<file path="src/rtl/dircache_pkg.sv">
package dircache_pkg;

  typedef enum logic [2:0] {
    LS_I  = 3'd0,
    LS_S  = 3'd1,
    LS_O  = 3'd2,
    LS_M  = 3'd3,
    LS_WB = 3'd4
  } lineStateT;

  typedef enum logic [1:0] {
    VN_REQ   = 2'd0,
    VN_FWD   = 2'd1,
    VN_RESP  = 2'd2,
    VN_FINAL = 2'd3
  } vnetT;

  typedef enum logic [3:0] {
    MT_GET_RD  = 4'd0,
    MT_GET_WR  = 4'd1,
    MT_PUT     = 4'd2,
    MT_FWD_RD  = 4'd4,
    MT_FWD_WR  = 4'd5,
    MT_INVAL   = 4'd6,
    MT_PUT_ACK = 4'd7,
    MT_DATA    = 4'd8,
    MT_ACK     = 4'd9,
    MT_NACK    = 4'd10
  } msgTypeT;

  localparam logic [1:0] OP_LOAD  = 2'd0;
  localparam logic [1:0] OP_STORE = 2'd1;
  localparam logic [1:0] OP_EVICT = 2'd2;

  typedef struct packed {
    logic      wrState;
    lineStateT newState;
    logic      wrTok;
    logic      send;
    vnetT      sendVnet;
    msgTypeT   sendType;
    logic      done;
    logic      misSpec;
    logic      clearAll;
  } strobeT;

  function automatic logic ownsLine(lineStateT st);
    return (st == LS_M) || (st == LS_O) || (st == LS_WB);
  endfunction

  function automatic logic canRead(lineStateT st);
    return (st == LS_S) || (st == LS_O) || (st == LS_M);
  endfunction

endpackage

</file>
<file path="src/rtl/dircache_lines.sv">
module dircache_lines
  import dircache_pkg::*;
#(
  parameter int NUM_LINES = 8,
  parameter int TOK_W     = 8,
  parameter int LINE_W    = 3
) (
  input  logic              clk,
  input  logic              rstN,
  input  strobeT            strb,
  input  logic [LINE_W-1:0] wrLine,
  input  logic [TOK_W-1:0]  wrTokVal,
  input  logic [LINE_W-1:0] sendLine,
  input  logic [TOK_W-1:0]  sendTok,
  input  logic [TOK_W-1:0]  doneTok,
  input  logic [LINE_W-1:0] rdLineA,
  input  logic [LINE_W-1:0] rdLineB,
  input  logic [LINE_W-1:0] rdLineC,
  output lineStateT         rdStA,
  output lineStateT         rdStB,
  output lineStateT         rdStC,
  output logic [TOK_W-1:0]  rdTokA,
  output logic [TOK_W-1:0]  rdTokB,
  output logic [TOK_W-1:0]  rdTokC,
  output logic              outValid,
  output logic [1:0]        outVnet,
  output logic [3:0]        outType,
  output logic [LINE_W-1:0] outLine,
  output logic [TOK_W-1:0]  outToken,
  output logic              procDone,
  output logic [TOK_W-1:0]  procToken,
  output logic              misSpec
);

  logic [NUM_LINES-1:0][2:0]       stAll;
  logic [NUM_LINES-1:0][TOK_W-1:0] tokAll;

  for (genvar g = 0; g < NUM_LINES; g++) begin : g_line
    lineStateT        stQ;
    logic [TOK_W-1:0] tokQ;
    logic             hit;

    assign hit = (wrLine == LINE_W'(g));

    always_ff @(posedge clk or negedge rstN) begin
      if (!rstN) begin
        stQ  <= LS_I;
        tokQ <= '0;
      end else if (strb.clearAll) begin
        stQ  <= LS_I;
        tokQ <= '0;
      end else begin
        if (strb.wrState && hit) stQ  <= strb.newState;
        if (strb.wrTok && hit)   tokQ <= wrTokVal;
      end
    end

    assign stAll[g]  = stQ;
    assign tokAll[g] = tokQ;
  end

  assign rdStA  = lineStateT'(stAll[rdLineA]);
  assign rdStB  = lineStateT'(stAll[rdLineB]);
  assign rdStC  = lineStateT'(stAll[rdLineC]);
  assign rdTokA = tokAll[rdLineA];
  assign rdTokB = tokAll[rdLineB];
  assign rdTokC = tokAll[rdLineC];

  always_ff @(posedge clk or negedge rstN) begin
    if (!rstN) begin
      outValid  <= 1'b0;
      outVnet   <= '0;
      outType   <= '0;
      outLine   <= '0;
      outToken  <= '0;
      procDone  <= 1'b0;
      procToken <= '0;
      misSpec   <= 1'b0;
    end else if (strb.clearAll) begin
      outValid  <= 1'b0;
      outVnet   <= '0;
      outType   <= '0;
      outLine   <= '0;
      outToken  <= '0;
      procDone  <= 1'b0;
      procToken <= '0;
      misSpec   <= 1'b0;
    end else begin
      outValid  <= strb.send;
      outVnet   <= strb.send ? strb.sendVnet : 2'd0;
      outType   <= strb.send ? strb.sendType : 4'd0;
      outLine   <= strb.send ? sendLine : '0;
      outToken  <= strb.send ? sendTok : '0;
      procDone  <= strb.done;
      procToken <= strb.done ? doneTok : '0;
      misSpec   <= strb.misSpec;
    end
  end

endmodule

</file>
<file path="src/rtl/dircache_fsm.sv">
module dircache_fsm
  import dircache_pkg::*;
#(
  parameter int TOK_W  = 8,
  parameter int LINE_W = 3
) (
  input  logic              clk,
  input  logic              rstN,
  input  logic              recover,
  input  logic              procValid,
  input  logic [1:0]        procOp,
  input  logic [LINE_W-1:0] procLine,
  input  logic [TOK_W-1:0]  procWrToken,
  input  logic              msgValid,
  input  logic [1:0]        msgVnet,
  input  logic [3:0]        msgType,
  input  logic [LINE_W-1:0] msgLine,
  input  logic [TOK_W-1:0]  msgToken,
  input  lineStateT         procSt,
  input  logic [TOK_W-1:0]  procTok,
  input  lineStateT         msgSt,
  input  logic [TOK_W-1:0]  msgTok,
  input  logic [TOK_W-1:0]  pendTokC,
  output logic [LINE_W-1:0] pendLine,
  output strobeT            strb,
  output logic [LINE_W-1:0] wrLine,
  output logic [TOK_W-1:0]  wrTokVal,
  output logic [LINE_W-1:0] sendLine,
  output logic [TOK_W-1:0]  sendTok,
  output logic [TOK_W-1:0]  doneTok,
  output logic              procReady,
  output logic              errSticky
);

  logic              busyQ, busyD;
  logic [LINE_W-1:0] pendLineQ, pendLineD;
  msgTypeT           pendKindQ, pendKindD;
  logic [TOK_W-1:0]  pendTokQ, pendTokD;
  lineStateT         prevStQ, prevStD;
  logic              reissueQ, reissueD;
  logic              errQ, errD;

  assign pendLine  = pendLineQ;
  assign errSticky = errQ;
  assign procReady = !busyQ && !errQ && !msgValid && !reissueQ && !recover;

  always_comb begin
    strb      = '0;
    wrLine    = '0;
    wrTokVal  = '0;
    sendLine  = '0;
    sendTok   = '0;
    doneTok   = '0;
    busyD     = busyQ;
    pendLineD = pendLineQ;
    pendKindD = pendKindQ;
    pendTokD  = pendTokQ;
    prevStD   = prevStQ;
    reissueD  = reissueQ;
    errD      = errQ;

    if (recover) begin
      strb.clearAll = 1'b1;
      busyD         = 1'b0;
      reissueD      = 1'b0;
      errD          = 1'b0;
    end else if (errQ) begin
      // frozen until recover
    end else if (msgValid) begin
      wrLine   = msgLine;
      sendLine = msgLine;
      if (msgVnet == VN_FWD) begin
        case (msgType)
          MT_FWD_RD: begin
            if (ownsLine(msgSt)) begin
              strb.send     = 1'b1;
              strb.sendVnet = VN_RESP;
              strb.sendType = MT_DATA;
              sendTok       = msgTok;
              if (msgSt == LS_M) begin
                strb.wrState  = 1'b1;
                strb.newState = LS_O;
              end
            end
          end
          MT_FWD_WR: begin
            if (msgSt == LS_I) begin
              strb.misSpec = 1'b1;
              errD         = 1'b1;
            end else begin
              strb.wrState  = 1'b1;
              strb.newState = LS_I;
              if (ownsLine(msgSt)) begin
                strb.send     = 1'b1;
                strb.sendVnet = VN_RESP;
                strb.sendType = MT_DATA;
                sendTok       = msgTok;
              end
            end
          end
          MT_INVAL: begin
            if (msgSt == LS_S) begin
              strb.wrState  = 1'b1;
              strb.newState = LS_I;
            end
            strb.send     = 1'b1;
            strb.sendVnet = VN_RESP;
            strb.sendType = MT_ACK;
          end
          MT_PUT_ACK: begin
            strb.wrState  = 1'b1;
            strb.newState = LS_I;
            if (busyQ && pendKindQ == MT_PUT && pendLineQ == msgLine) begin
              busyD     = 1'b0;
              strb.done = 1'b1;
            end
          end
          default: ;
        endcase
      end else if (msgVnet == VN_RESP && busyQ && msgLine == pendLineQ) begin
        case (msgType)
          MT_DATA, MT_ACK: begin
            if (pendKindQ == MT_GET_RD && msgType == MT_DATA) begin
              strb.wrState  = 1'b1;
              strb.newState = LS_S;
              strb.wrTok    = 1'b1;
              wrTokVal      = msgToken;
              strb.done     = 1'b1;
              doneTok       = msgToken;
              busyD         = 1'b0;
            end else if (pendKindQ == MT_GET_WR) begin
              strb.wrState  = 1'b1;
              strb.newState = LS_M;
              strb.wrTok    = 1'b1;
              wrTokVal      = pendTokQ;
              strb.done     = 1'b1;
              doneTok       = pendTokQ;
              busyD         = 1'b0;
            end
          end
          MT_NACK: begin
            if (pendKindQ == MT_PUT) begin
              if (msgSt == LS_WB) begin
                strb.wrState  = 1'b1;
                strb.newState = prevStQ;
                reissueD      = 1'b1;
              end else begin
                busyD     = 1'b0;
                strb.done = 1'b1;
              end
            end else begin
              reissueD = 1'b1;
            end
          end
          default: ;
        endcase
      end
    end else if (reissueQ) begin
      reissueD      = 1'b0;
      strb.send     = 1'b1;
      strb.sendVnet = VN_REQ;
      strb.sendType = pendKindQ;
      sendLine      = pendLineQ;
      if (pendKindQ == MT_PUT) begin
        sendTok       = pendTokC;
        wrLine        = pendLineQ;
        strb.wrState  = 1'b1;
        strb.newState = LS_WB;
      end
    end else if (procValid && !busyQ) begin
      wrLine   = procLine;
      sendLine = procLine;
      case (procOp)
        OP_LOAD: begin
          if (canRead(procSt)) begin
            strb.done = 1'b1;
            doneTok   = procTok;
          end else begin
            strb.send     = 1'b1;
            strb.sendVnet = VN_REQ;
            strb.sendType = MT_GET_RD;
            busyD         = 1'b1;
            pendLineD     = procLine;
            pendKindD     = MT_GET_RD;
          end
        end
        OP_STORE: begin
          if (procSt == LS_M) begin
            strb.wrTok = 1'b1;
            wrTokVal   = procWrToken;
            strb.done  = 1'b1;
            doneTok    = procWrToken;
          end else begin
            strb.send     = 1'b1;
            strb.sendVnet = VN_REQ;
            strb.sendType = MT_GET_WR;
            busyD         = 1'b1;
            pendLineD     = procLine;
            pendKindD     = MT_GET_WR;
            pendTokD      = procWrToken;
          end
        end
        OP_EVICT: begin
          if (procSt == LS_M || procSt == LS_O) begin
            strb.send     = 1'b1;
            strb.sendVnet = VN_REQ;
            strb.sendType = MT_PUT;
            sendTok       = procTok;
            strb.wrState  = 1'b1;
            strb.newState = LS_WB;
            busyD         = 1'b1;
            pendLineD     = procLine;
            pendKindD     = MT_PUT;
            prevStD       = procSt;
          end else begin
            if (procSt == LS_S) begin
              strb.wrState  = 1'b1;
              strb.newState = LS_I;
            end
            strb.done = 1'b1;
          end
        end
        default: ;
      endcase
    end
  end

  always_ff @(posedge clk or negedge rstN) begin
    if (!rstN) begin
      busyQ     <= 1'b0;
      pendLineQ <= '0;
      pendKindQ <= MT_GET_RD;
      pendTokQ  <= '0;
      prevStQ   <= LS_I;
      reissueQ  <= 1'b0;
      errQ      <= 1'b0;
    end else begin
      busyQ     <= busyD;
      pendLineQ <= pendLineD;
      pendKindQ <= pendKindD;
      pendTokQ  <= pendTokD;
      prevStQ   <= prevStD;
      reissueQ  <= reissueD;
      errQ      <= errD;
    end
  end

endmodule

</file>
<file path="src/rtl/dircache_ctrl.sv">
module dircache_ctrl
  import dircache_pkg::*;
#(
  parameter int NUM_LINES = 8,
  parameter int TOK_W     = 8,
  localparam int LINE_W   = (NUM_LINES > 1) ? $clog2(NUM_LINES) : 1
) (
  input  logic              clk,
  input  logic              rstN,
  input  logic              recover,
  input  logic              procValid,
  input  logic [1:0]        procOp,
  input  logic [LINE_W-1:0] procLine,
  input  logic [TOK_W-1:0]  procWrToken,
  output logic              procReady,
  output logic [2:0]        procState,
  output logic              procDone,
  output logic [TOK_W-1:0]  procToken,
  input  logic              msgValid,
  input  logic [1:0]        msgVnet,
  input  logic [3:0]        msgType,
  input  logic [LINE_W-1:0] msgLine,
  input  logic [TOK_W-1:0]  msgToken,
  output logic              outValid,
  output logic [1:0]        outVnet,
  output logic [3:0]        outType,
  output logic [LINE_W-1:0] outLine,
  output logic [TOK_W-1:0]  outToken,
  output logic              misSpec,
  output logic              errSticky
);

  strobeT            strb;
  logic [LINE_W-1:0] wrLine, sendLine, pendLine;
  logic [TOK_W-1:0]  wrTokVal, sendTok, doneTok;
  lineStateT         stA, stB, stC;
  logic [TOK_W-1:0]  tokA, tokB, tokC;

  dircache_fsm #(.TOK_W(TOK_W), .LINE_W(LINE_W)) u_fsm (
    .clk         (clk),
    .rstN        (rstN),
    .recover     (recover),
    .procValid   (procValid),
    .procOp      (procOp),
    .procLine    (procLine),
    .procWrToken (procWrToken),
    .msgValid    (msgValid),
    .msgVnet     (msgVnet),
    .msgType     (msgType),
    .msgLine     (msgLine),
    .msgToken    (msgToken),
    .procSt      (stA),
    .procTok     (tokA),
    .msgSt       (stB),
    .msgTok      (tokB),
    .pendTokC    (tokC),
    .pendLine    (pendLine),
    .strb        (strb),
    .wrLine      (wrLine),
    .wrTokVal    (wrTokVal),
    .sendLine    (sendLine),
    .sendTok     (sendTok),
    .doneTok     (doneTok),
    .procReady   (procReady),
    .errSticky   (errSticky)
  );

  dircache_lines #(.NUM_LINES(NUM_LINES), .TOK_W(TOK_W), .LINE_W(LINE_W)) u_lines (
    .clk       (clk),
    .rstN      (rstN),
    .strb      (strb),
    .wrLine    (wrLine),
    .wrTokVal  (wrTokVal),
    .sendLine  (sendLine),
    .sendTok   (sendTok),
    .doneTok   (doneTok),
    .rdLineA   (procLine),
    .rdLineB   (msgLine),
    .rdLineC   (pendLine),
    .rdStA     (stA),
    .rdStB     (stB),
    .rdStC     (stC),
    .rdTokA    (tokA),
    .rdTokB    (tokB),
    .rdTokC    (tokC),
    .outValid  (outValid),
    .outVnet   (outVnet),
    .outType   (outType),
    .outLine   (outLine),
    .outToken  (outToken),
    .procDone  (procDone),
    .procToken (procToken),
    .misSpec   (misSpec)
  );

  logic [2:0] unusedSt;
  assign unusedSt  = stC;
  assign procState = stA;

endmodule

</file>
<file path="config.mk">
export PLATFORM = sky130hd
export DESIGN_NAME = dircache_ctrl
export DESIGN_NICKNAME = d
export VERILOG_FILES = /design/src/rtl/dircache_pkg.sv /design/src/rtl/dircache_lines.sv /design/src/rtl/dircache_fsm.sv /design/src/rtl/dircache_ctrl.sv
export SDC_FILE = /design/constraint.sdc
export NUM_CORES = 1
export LEC_CHECK = 0
export ABC_AREA = 1
export BUFFER_PORTS_ARGS = -buffer_cell sky130_fd_sc_hd__buf_2
export CAP_MARGIN = 10
export CORE_MARGIN = 5
export CORE_UTILIZATION = 50
export CTS_BUF_LIST = sky130_fd_sc_hd__clkbuf_8 sky130_fd_sc_hd__clkbuf_16
export CTS_CLUSTER_DIAMETER = 40
export DETAILED_ROUTE_END_ITERATION = 8
export HOLD_SLACK_MARGIN = 0.08
export PLACE_DENSITY = 0.68
export SLEW_MARGIN = 20
export SYNTH_ARGS = -nofsm -noshare
export SYNTH_HDL_FRONTEND = slang
export SYNTH_SLANG_ARGS = --single-unit
</file>
<file path="constraint.sdc">
create_clock -name clk -period 3.69 [get_ports clk]
set_input_delay 0.369 -clock clk [delete_from_list [all_inputs] [get_ports clk]]
set_output_delay 0.369 -clock clk [all_outputs]
set_load 0.02 [all_outputs]
</file>
# Word-level counts from Yosys, hierarchy flattened
# Index checks and enable logic that the tools add are counted.
[classes]
reduce_logical = 65
div_mod_pow = 0
bitwise = 5
order_cmp = 3
mux = 184
addsub = 0
multipliers = 0
n_shift = 0
eq_ne = 48
[op_table]
columns = ["operator", "n"]
rows = [
  ["8-bit 2-to-1 mux", 52],
  ["3-bit 2-to-1 mux", 33],
  ["8-bit binary-select mux with 3-bit select", 3],
  ["4-bit 2-to-1 mux", 17],
  ["1-bit 2-to-1 mux", 50],
  ["7-bit 2-to-1 mux", 7],
  ["8-bit case mux with 2 select lines", 2],
  ["2-bit nonzero test", 16],
  ["14-bit 2-to-1 mux", 2],
  ["1-bit logical AND", 26],
  ["13-bit 2-to-1 mux", 2],
  ["8-bit case mux with 3 select lines", 1],
  ["7-bit case mux with 3 select lines", 1],
  ["3-bit binary-select mux with 3-bit select", 2],
  ["3-bit by 2-bit equality test with 1-bit output (second input constant)", 6],
  ["4-bit by 3-bit equality test with 1-bit output (second input constant)", 4],
  ["4-bit != test (second input constant)", 4],
  ["4-bit case mux with 4 select lines", 1],
  ["3-bit equality test (second input constant)", 5],
  ["5-bit 2-to-1 mux", 3],
  ["14-bit AND reduction", 1],
  ["7-bit AND reduction", 2],
  ["4-bit equality test (second input constant)", 3],
  ["3-bit by 4-bit < comparator with 1-bit output (second input constant)", 3],
  ["33 further kinds", 59],
]
[word_totals]
memories = 0
mem_bits_rw = 0
romBits = 0
latchBits = 0
word_cells = 336
register_bits = 137

# Depth between registers and ports, before layout
# Gate-level depths: netlist of the first run.
[logic_depth]
word_depth = 15
mapped_depth = 17
ltp_nobuf = 16

# Modules after synthesis
# A second synthesis of the first run with hierarchy kept.
[hier_totals]
hier_cells = 1534
area_unflattened_um2 = 9759.4
[by_module_without_submodules]
columns = ["module", "seq_area_each_um2", "n_inst", "cells_per_inst", "area_each_um2"]
rows = [
  ["dircache_lines", 2902.8, 1, 1154, 7503.4],
  ["dircache_fsm", 475.5, 1, 380, 2255.9],
]

# Worst setup path before layout of the first run
# OpenSTA, ideal clock, no wires.
[synth_path]
kind = "register -> register"
start = "register u_fsm.errQ, in the netlist u_fsm.errSticky"
end = "register u_lines.g_line[6].tokQ[6]"
path_buffers = 1
synth_period_minus_slack_ns = 2.053
slack_ns = 1.637
required_ns = 3.616
path_stages_with_launch = 9
t_arrival_ns = 1.979
cell_sequence = "dfrtp_1 nor2_2 inv_1 nor2_1 buf_2 a31oi_1 a21oi_2 nand2_1 o21ai_2"
[synth_via]
elab_chain_len = 5
[synth_lines]
columns = ["element", "line", "rtl"]
rows = [
  ["start, declared", "dircache_fsm.sv:41", "logic errQ, errD;"],
  ["start signal, assigned", "dircache_fsm.sv:244", "errQ <= errD;"],
  ["3-bit 2-to-1 mux", "dircache_fsm.sv:67", "end else if (errQ) begin"],
  ["3-bit 2-to-1 mux", "dircache_fsm.sv:62", "if (recover) begin"],
  ["3-bit equality test", "dircache_lines.sv:43", "assign hit = (wrLine == LINE_W'(g));"],
  ["1-bit logical AND", "dircache_lines.sv:54", "if (strb.wrTok && hit) tokQ <= wrTokVal;"],
  ["2-bit nonzero test (no source line)", "n/a", ""],
  ["end signal, assigned", "dircache_lines.sv:54", ""],
  ["end, declared", "dircache_lines.sv:40", "logic [TOK_W-1:0] tokQ;"],
]
# Several ways; a longest one is shown, not always the timed one. The select of a mux whose other input is x is not followed.
# A chain may end at the register's enable or synchronous reset.

# Worst setup path in the final report of the first run
[layout_path]
start = "register u_fsm.reissueQ"
end = "register u_lines.g_line[3].tokQ[0]"
[layout_via]
elab_chain_len = 7
[layout_lines]
columns = ["element", "line", "rtl"]
rows = [
  ["start, declared", "dircache_fsm.sv:40", "logic reissueQ, reissueD;"],
  ["start signal, assigned", "dircache_fsm.sv:243", "reissueQ <= reissueD;"],
  ["3-bit 2-to-1 mux", "dircache_fsm.sv:158", "end else if (reissueQ) begin"],
  ["3-bit 2-to-1 mux", "dircache_fsm.sv:69", "end else if (msgValid) begin"],
  ["3-bit 2-to-1 mux", "dircache_fsm.sv:67", ""],
  ["3-bit 2-to-1 mux", "dircache_fsm.sv:62", ""],
  ["3-bit by 2-bit equality test with 1-bit output", "dircache_lines.sv:43", ""],
  ["1-bit logical AND", "dircache_lines.sv:54", ""],
  ["2-bit nonzero test (no source line)", "n/a", ""],
  ["end signal, assigned", "dircache_lines.sv:54", ""],
  ["end, declared", "dircache_lines.sv:40", ""],
]
# Several ways; a longest one is shown, not always the timed one. The select of a mux whose other input is x is not followed.

==> reports/metrics.yaml, run 1 <==
gp_congestion: 0.969
core_area_um2: 17200
postSynthAreaPerCell_um2: 7.04
die_w_um: 142
status: "finished, final reports clean"
grt_max_degree: 91
track_usage: 0.294
drt.antenna.violating_nets: 0
multi_input_area_um2: 4510
overflow: 0
crit_slowest_cell: "dfrtp_1"
clock_skew_ps: 12.6
power.leakage_nw: 4.59
cts_buffer_depth: 2
critPathCaptureType: "flop"
min_period_ps: 2790
fin_nets: 1307
dieArea_um2: 20100
drt_iter0_drc: 1446
grt_pass1_wl_um: 46500
synthDistinctLibCells: 46
rsz0062_at_grt: "false"
nFillCells: 1656
numCtsBuffers: 17
setup_tns_ps: 0
yosysSeqAreaShare: 0.380
synthMuxAreaShare: 0
mostFrequentLayoutCells: "nand2_1, o21ai_0, dfrtp_1, inv_1, a21oi_1"
netlist_area_um2: 8680
yosysTopAreaCell: "dfrtp_1"
clk_latency_ps: 430
pre_cts_ws_ps: 652
synth_async_sr_flop_share: 1.00
synth-compound-area-share: 0.243
synthXorXnorAreaFrac: 0.00303
peakVddDrop_uv: 353
drc: 0
first_pass_iters: 9
maxCapViolCount: 0
wl_per_cell_um: 19.5
cts_tree: "built"
setup_ws_ps: 903
ys_top_cells_by_area: "dfrtp_1, nand2_1, o21ai_0"
design_area_um2: 9710
io_pins: 68
drv_slew: 0
path_clk_slew_ps: 60
min_path_type: "input port to flop"
setup_viol: 0
crit_path_max_fanout: 14
detailed_place_hpwl_um: 20400
utilization: 0.565
synth.top_cell.area_share: 0.380
powerDensity_nw_per_um2: 453
hold_viol_final: 0
max_slew_margin: 0.437
worstPathCellList: "inv_1 > o221ai_1 > o211ai_1 > inv_1 > nand2_1 > nor2_1 > nand3_4 > nand2_2 > o21ai_0"
cts_htree_levels: 4
tightest_slew_ps: 845
synthToLayoutAreaGrowth_pct: 11.8
seqCellArea_um2: 3300
power_mw: 4.40
synth_edf_count: 0
yosys_warnings: 0
synth-simple-area-share: 0.272
start_util: 0.506
drive_above_1_share: 0.146
cpMostUsedCell: "inv_1"
postRouteWirelength_um: 29400
critical_path_required_ps: 3980
antenna_found_initial: 0
crit_family: "flip-flops"
cts_root_buffer: "clkbuf_16"
drt-vias-per-instance: 6.00
cp.arrival_ps: 3080
critical_path_class: "flop to flop"
ys.flop_type: "dfrtp_1"
post-route-period-util: 0.755
layout_commonest_cell: "nand2_1"
cts_setup_buffers: 0
vias: 9053
rows: 48
dpl_cell_area_um2: 9070
fp.dieH_um: 142
max_freq_ghz: 0.359
synth_top_family_by_area: "simple AND/OR/NAND/NOR gates"
port_buffers: 65
cts_sinks: 132
start_kind: "flop"
yosys_register_bits: 132
cpPeakStageDelay_ps: 740
grt_pass1_vias: 8273
path_buf_inv: 2
antenna_cells: 0
synth-adder-area-share: 0
postSynthCellCount: 1234
[timing repair]
item	4_1_cts	5_1_grt
gates resized for setup	0	0
hold buffers	1	0
hold endpoints to repair	81	0
[Yosys cell counts, types with 2 or more instances]
master / count
inv_2: 6
nor2_2: 2
a22oi_1: 2
buf_1: 6
nand3_4: 5
nor4_1: 2
o21ai_0: 152
buf_4: 6
nor3_1: 7
a21oi_1: 114
nand2_2: 13
a22o_1: 7
o21ai_2: 16
nor2_4: 2
a21oi_2: 9
clkbuf_1: 36
nor2_1: 84
nand3_1: 100
nand4_1: 12
dfrtp_1: 132
o21ai_1: 19
o31ai_1: 2
a211oi_1: 2
or2_2: 2
nand2_1: 284
buf_2: 9
buf_6: 11
o22ai_1: 7
inv_1: 124
a31oi_1: 17
nand2_4: 2
nor3_2: 2
o221ai_1: 3
xor2_1: 3
nand3_2: 7
o211ai_1: 17
[cell families after synthesis]
kind of cell / Yosys count
xor+xnor: 3
simple gates: 526
compound gates: 372
other cells: 1
flops: 132
buf+inv: 200
[registers in the layout, summed over array words and instances, names as in the netlist, 2 cells and up]
name                 flops
u_fsm.prevStQ            3
u_lines.outLine          3
u_lines.g_line.tokQ     64
u_fsm.pendKindQ          2
u_lines.outToken         8
u_lines.procToken        8
u_fsm.pendLine           3
u_lines.g_line.stQ      24
u_fsm.pendTokQ           8
u_lines.outType          3
[per-layer routing]
metal  routed length (µm)  vias to the layer above  share of wire  GRT usage
met5                    0                        -              0          0
met4                  944                        0          0.032      0.108
met3                 2840                       78          0.097     0.0529
met2                13000                      546           0.44      0.439
met1                12700                     4232           0.43      0.428
li1                     -                     4197              -          -
[stage by stage]
step / instances / hold slack, ps
finish: 1510 / 228
global route: 1510 / 235
CTS: 1510 / 218
detailed placement: 1477 / 468
global placement: 1477 / 465
floorplan: 1235 / 73.4
[final timing paths]
check,from,end,slack [ps],cells after the start
setup reg to reg,u_fsm.reissueQ$_DFFE_PN0P_,u_lines.g_line[3].tokQ[0]$_DFFE_PN0P_,900,9
min in group asynchronous,rstN,u_lines.outValid$_DFF_PN0_,580,2
max in group asynchronous,rstN,u_lines.g_line[2].stQ[0]$_DFFE_PN0P_,2230,3
hold reg to reg,u_fsm.prevStQ[1]$_DFFE_PN0P_,u_fsm.prevStQ[1]$_DFFE_PN0P_,480,1
setup / recovery,u_fsm.reissueQ$_DFFE_PN0P_,u_lines.g_line[3].tokQ[0]$_DFFE_PN0P_,900,9
hold / removal,procWrToken[5],u_fsm.pendTokQ[5]$_DFFE_PN0P_,230,3
[layout make-up]
type	count	share of cell area
Multi-Input combinational cell	903	0.464
Sequential cell	132	0.340
Timing Repair Buffer	87	0.0514
Inverter	131	0.0506
Clock buffer	21	0.0495
Tap cell	225	0.0290
Clock inverter	11	0.0152
[where the power goes]
| group | switching, mW | leakage (nW) | total (mW) | internal [mW] |
|---|---|---|---|---|
| logic | 0.699 | 2.51 | 0.971 | 0.272 |
| clock network | 0.685 | 0.298 | 1.82 | 1.14 |
| registers | 0.0647 | 1.78 | 1.61 | 1.54 |
| total | 1.45 | 4.59 | 4.40 | 2.95 |
[worst register-to-register path: cells and delay by family (launching register included)]
family | cells | cell delay, ps
AND/OR/NAND/NOR | 4 | 740
flip-flops | 1 | 740
buffers and inverters | 2 | 520
AO/OA/AOI/OAI | 3 | 670
No activity file was read; power rests on OpenSTA's default activity.
==> inputs of run 2 (changes only) <==
--- a/config.mk
+++ b/config.mk
@@ -5,7 +5,7 @@
 export SDC_FILE = /design/constraint.sdc
 export NUM_CORES = 1
 export LEC_CHECK = 0
-export ABC_AREA = 1
+export ABC_AREA = 0
 export BUFFER_PORTS_ARGS = -buffer_cell sky130_fd_sc_hd__buf_2
 export CAP_MARGIN = 10
 export CORE_MARGIN = 5
@@ -14,7 +14,7 @@
 export CTS_CLUSTER_DIAMETER = 40
 export DETAILED_ROUTE_END_ITERATION = 8
 export HOLD_SLACK_MARGIN = 0.08
-export PLACE_DENSITY = 0.68
+export PLACE_DENSITY = 0.71
 export SLEW_MARGIN = 20
 export SYNTH_ARGS = -nofsm -noshare
 export SYNTH_HDL_FRONTEND = slang
==> constraint.sdc (replaced) <==
create_clock -name clk -period 2.45 [get_ports clk]
set_input_delay 0.245 -clock clk [delete_from_list [all_inputs] [get_ports clk]]
set_output_delay 0.245 -clock clk [all_outputs]
set_load 0.02 [all_outputs]
==> run 2 against run 1 <==
Compared with the run above: the flow now finishes with violations (negative setup slack); hold slack worse by 120 ps; count of clock-buffer cells in the layout shrank 3; routed wire length fell by 21%; final area increased by 5.6%; die area decreased by 8.0%; clock power is 41% higher; sequential cell count did not move.
==> reports/metrics.yaml, run 2 <==
hold_ws_ps: 103
multi_input_area_um2: 4830
synthToLayoutAreaGrowth_pct: 29.2
yosysTopAreaCell: "dfrtp_1"
maxCapViolCount: 0
max_freq_ghz: 0.374
max_slew_margin: 0.548
seqCellArea_um2: 3300
powerDensity_nw_per_um2: 587
drive_above_1_share: 0.524
start_kind: "flop"
numCtsBuffers: 17
cts_tree: "built"
setup_ws_ps: -221
critical_path_required_ps: 2760
setup_viol: 112
fin_nets: 828
fp.dieH_um: 136
worstPathCellList: "mux4_2 > mux2_4 > nor4b_4 > nand2_2 > o21ai_4 > buf_12 > a31oi_4 > buf_6 > mux2_2"
clock_skew_ps: 9.76
post-route-period-util: 1.09
start_util: 0.505
cts_sinks: 132
grt_pass1_vias: 6512
top_register: "u_lines.g_line.tokQ"
power.leakage_nw: 4.41
mostFrequentLayoutCells: "dfrtp_1, buf_4, mux2_2, buf_2, mux4_2"
detailed_place_hpwl_um: 16300
ys.flop_type: "dfrtp_1"
yosysSeqAreaShare: 0.416
status: "finished, violations left"
grt_max_degree: 61
biggestRegsByFlops: "u_lines.g_line.tokQ: 64 flops, u_lines.g_line.stQ: 24 flops"
postSynthAreaPerCell_um2: 12.3
antenna_found_initial: 0
dieArea_um2: 18500
synth_async_sr_flop_share: 1.00
path_clk_slew_ps: 60
crit_path_max_fanout: 8
nFillCells: 1132
cpPeakStageDelay_ps: 480
overflow: 0
cts_buffer_depth: 2
clk_latency_ps: 430
io_pins: 68
clkPwrFrac: 0.425
critical_path_class: "flop to flop"
synth_common_cells: "dfrtp_1, mux2_2, mux4_2"
dp.cells: 973
cts_root_buffer: "clkbuf_16"
tightest_slew_ps: 677
yosys_register_bits: 132
hold_viol_final: 0
largest_reg_flops: 64
yosys_warnings: 0
antenna_cells: 0
min_period_ps: 2670
cts_htree_levels: 4
port_buffers: 65
track_usage: 0.259
drt_iter0_drc: 590
core_area_um2: 15700
pre_cts_ws_ps: -437
vias: 6398
drt-vias-per-instance: 6.26
rsz0062_at_grt: "true"
netlist_area_um2: 7940
sw_frac_of_total: 0.278
layout_commonest_cell: "dfrtp_1"
power.internal_mw: 4.34
p_sw_mw: 1.67
gp_congestion: 0.913
ys_top_cells_by_area: "dfrtp_1, mux4_2, mux2_2"
wl_per_cell_um: 22.7
drt.antenna.violating_nets: 0
min_path_type: "input port to flop"
rows: 46
grt_pass1_wl_um: 36400
combinationalPowerShare: 0.176
synthDistinctLibCells: 56
synth.top_cell.area_share: 0.416
drc: 0
power_frac_seq: 0.399
fin_cells: 1022
postRouteWirelength_um: 23200
die_w_um: 136
drv_slew: 0
synth_edf_count: 0
cp.arrival_ps: 2980
violations: "negative setup slack"
power_mw: 6.02
peakVddDrop_uv: 477
synth.most_common_cell: "dfrtp_1"
first_pass_iters: 5
critPathCaptureType: "flop"
postSynthCellCount: 645
crit_slowest_cell: "mux4_2"
setup_tns_ps: -14150
[run 2: changes by cell type after synthesis, sizes merged, moves of 23 or more]
cell / change
o21ai: -173
nand2b: +23
mux2: +90
a21oi: -92
nand2: -275
inv: -114
nand3: -103
mux2i: +34
nor2: -44
mux4: +60
[run 2: per-stage QoR]
stage               area [µm²]   util
finish                   10300  0.653
CTS                      10000  0.638
global route             10300  0.653
global placement          9180  0.584
detailed placement        9180  0.584
floorplan                 8080      -
[run 2: timing repair]
| item | CTS | global route |
|---|---|---|
| buffers inserted | 12 | 8 |
| hold buffers | 1 | 0 |
| endpoints found under the hold margin | 47 | 0 |
| resized for setup | 38 | 41 |
| cloned | 1 | 0 |
| pin swaps | 12 | 8 |
| setup endpoints to repair | 108 | 125 |
[run 2: worst max-delay path: cells and delay by family (launching register included)]
family,cells,cell delay [ps]
buffers and inverters,2,370
multiplexers,3,1090
AO/OA/AOI/OAI,2,280
AND/OR/NAND/NOR,2,390
flip-flops,1,410
[run 2: cells by family (layout without fill, tap and decap cells)]
family,Yosys count,count (layout),share of synthesized area
AND/OR/NAND/NOR,153,154,0.103
other,1,2,0.000473
XOR/XNOR,3,3,0.00331
flip-flops,132,132,0.416
buffers and inverters,58,217,0.0300
AO/OA/AOI/OAI,114,114,0.106
multiplexers,184,184,0.341
[run 2: power groups by stage]
stage | Clock (mW) | Combinational, mW | Sequential, mW
finish | 2.56 | 1.06 | 2.40
floorplan | 0 | 0.667 | 2.41
CTS | 2.59 | 1.03 | 2.40
detailed placement | 0 | 1.01 | 2.43
global route | 2.69 | 1.13 | 2.41
global placement | 0 | 0.983 | 2.42
[run 2: area by class of cell]
| class | instances | area share |
|---|---|---|
| clock buffers | 18 | 0.0428 |
| flip-flops and latches | 132 | 0.322 |
| clock inverters | 14 | 0.0150 |
| inverters | 17 | 0.00622 |
| multi-input cells | 457 | 0.471 |
| well taps | 216 | 0.0264 |
| repair buffers | 168 | 0.116 |
[run 2: routing by layer]
layer	track usage	share of wire	up-vias
met5	0	0	-
met4	0.0817	0.019	0
met3	0.0740	0.082	42
met2	0.420	0.49	308
met1	0.341	0.41	3285
li1	-	-	2763
[run 2: final timing paths]
kind | from | end | slack [ps] | depth (start not counted)
max | u_lines.g_line[7].stQ[2]$_DFFE_PN0P_ | u_lines.g_line[5].tokQ[0]$_DFFE_PN0P_ | -220 | 9
min | procWrToken[4] | u_fsm.pendTokQ[4]$_DFFE_PN0P_ | 100 | 2
max reg2reg | u_lines.g_line[7].stQ[2]$_DFFE_PN0P_ | u_lines.g_line[5].tokQ[0]$_DFFE_PN0P_ | -220 | 9
min reg2reg | u_fsm.prevStQ[1]$_DFFE_PN0P_ | u_fsm.prevStQ[1]$_DFFE_PN0P_ | 510 | 1
max in group asynchronous | rstN | u_fsm.pendTokQ[0]$_DFFE_PN0P_ | 1420 | 3
min in group asynchronous | rstN | u_lines.g_line[0].tokQ[3]$_DFFE_PN0P_ | 320 | 2
==> inputs of run 3 (changes only) <==
--- a/config.mk
+++ b/config.mk
@@ -15,6 +15,7 @@
 export DETAILED_ROUTE_END_ITERATION = 8
 export HOLD_SLACK_MARGIN = 0.08
 export PLACE_DENSITY = 0.71
+export SKIP_LAST_GASP = 1
 export SLEW_MARGIN = 20
 export SYNTH_ARGS = -nofsm -noshare
 export SYNTH_HDL_FRONTEND = slang
==> run 3 against run 2 <==
Compared with the run above: the flow still finishes with violations (negative setup slack); via count is the same; routed wire length grew 2.2%; core utilization grew 0.38 points; setup slack is essentially flat; hold slack gained 2.2 ps; non-clock buffer count grew 2; first-iteration DRC count grew 3.6%; maximum frequency is essentially flat; register-to-register slack is essentially flat; sequential share of layout area shrank 0.19 points; global-route usage is essentially flat; die area is the same; critical path type unchanged.
==> reports/metrics.yaml, run 3 (same netlist as run 2, synthesis figures left out) <==
crit_family: "multiplexers"
drt_iter0_drc: 611
max_slew_margin: 0.555
min_period_ps: 2670
drv_slew: 0
hold_viol_final: 0
power.leakage_nw: 4.43
vias: 6398
die_w_um: 136
fp.dieH_um: 136
dieArea_um2: 18500
track_usage: 0.259
synthToLayoutAreaGrowth_pct: 30.0
fin_cells: 1024
violations: "negative setup slack"
fin_nets: 830
reg2regPathDepth: 9
path_clk_slew_ps: 60
cp.arrival_ps: 2980
detailed_place_hpwl_um: 16300
critical_path_depth: 9
cts_root_buffer: "clkbuf_16"
setup_ws_ps: -221
worstPathCellList: "mux4_2 > mux2_4 > nor4b_4 > nand2_2 > o21ai_4 > buf_12 > a31oi_2 > buf_6 > mux2_2"
drive_above_1_share: 0.527
critical_path_class: "flop to flop"
start_kind: "flop"
first_pass_iters: 5
cts_tree: "built"
port_buffers: 65
grt_pass1_wl_um: 36400
clock_skew_ps: 8.08
min_path_type: "input port to flop"
hp-start: "procWrToken[6]"
top_register: "u_lines.g_line.tokQ"
hold_path_depth: 2
peakVddDrop_uv: 475
layout_commonest_cell: "dfrtp_1"
crit_path_max_fanout: 8
grt_pass1_vias: 6552
critPathCaptureType: "flop"
mostFrequentLayoutCells: "dfrtp_1, buf_4, mux2_2, buf_2, mux4_2"
critical_path_required_ps: 2760
drt-vias-per-instance: 6.25
crit_slowest_cell: "mux4_2"
cts_htree_levels: 4
grt_max_degree: 61
antenna_cells: 0
cts_sinks: 132
io_pins: 68
drt.antenna.violating_nets: 0
overflow: 0
cp-startpoint: "u_lines.g_line[7].stQ[2]$_DFFE_PN0P_"
status: "finished, violations left"
cts_buffer_depth: 2
max_freq_ghz: 0.374
post-route-period-util: 1.09
rows: 46
path_buf_inv: 2
tightest_slew_ps: 667
setup_viol: 114
drc: 0
postRouteWirelength_um: 23700
powerDensity_nw_per_um2: 584
numCtsBuffers: 17
start_util: 0.505
biggestRegsByFlops: "u_lines.g_line.tokQ: 64 flops, u_lines.g_line.stQ: 24 flops"
wl_per_cell_um: 23.1
cpPeakStageDelay_ps: 480
clk_latency_ps: 430
rsz0062_at_grt: "true"
largest_reg_flops: 64
gp_congestion: 0.913
r2r-start: "u_lines.g_line[7].stQ[2]$_DFFE_PN0P_"
hold_ws_ps: 106
antenna_found_initial: 0
dp.cells: 973
core_area_um2: 15700
maxCapViolCount: 0
-- run 3: cell types whose count changed in the layout (fill, tap and decap cells not counted), sizes merged --
cell  before  now
buf      167  169
-- run 3: report_power, final --
group	switching (mW)	total [mW]	leakage [nW]	internal, mW
combinational	0.550	1.06	2.35	0.507
clock	1.03	2.56	0.289	1.53
sequential	0.103	2.40	1.79	2.30
-- run 3: repair_timing --
action | 4_1_cts | 5_1_grt
pin swaps | 10 | 14
cloned | 1 | 0
hold endpoints to repair | 47 | 0
buffers inserted | 12 | 11
setup endpoints to repair | 108 | 127
resized for setup | 23 | 66
hold buffers | 1 | 0
-- run 3: layer usage --
layer / global-route usage / up-vias / part of all wire / wire length (µm)
met5: 0 / - / 0 / 0
met2: 0.421 / 318 / 0.49 / 11700
li1: - / 2762 / - / -
met4: 0.0834 / 0 / 0.019 / 451
met3: 0.0755 / 45 / 0.085 / 2020
met1: 0.338 / 3273 / 0.40 / 9500
-- run 3: cell type report --
| class | instances | area (µm²) |
|---|---|---|
| inverters | 17 | 63.8 |
| clock inverters | 14 | 154 |
| fillers | 1137 | 5400 |
| repair buffers | 170 | 1230 |
| flip-flops and latches | 132 | 3300 |
| well taps | 216 | 270 |
| clock buffers | 18 | 439 |
| multi-input cells | 457 | 4850 |
-- run 3: path summary, 6_finish.rpt --
kind                                                         end  slack [ps]
max in group asynchronous          u_fsm.pendTokQ[0]$_DFFE_PN0P_        1420
hold reg to reg                     u_fsm.prevStQ[1]$_DFFE_PN0P_         500
setup / recovery           u_lines.g_line[4].tokQ[7]$_DFFE_PN0P_        -220
hold / removal                     u_fsm.pendTokQ[6]$_DFFE_PN0P_         110
min in group asynchronous  u_lines.g_line[0].tokQ[3]$_DFFE_PN0P_         320
setup reg to reg           u_lines.g_line[4].tokQ[7]$_DFFE_PN0P_        -220
-- run 3: metrics by stage --
step / utilization / setup WS (ps) / power, mW / TNS [ps] / instance area, µm²
detailed placement: 0.584 / -437 / 3.44 / -26430 / 9180
finish: 0.656 / -221 / 6.02 / -15980 / 10300
global route: 0.656 / -331 / 6.24 / -27690 / 10300
CTS: 0.634 / -183 / 6.01 / -10750 / 9960
floorplan: - / -286 / 3.07 / -16110 / 8080
global placement: 0.584 / -382 / 3.40 / -20910 / 9180
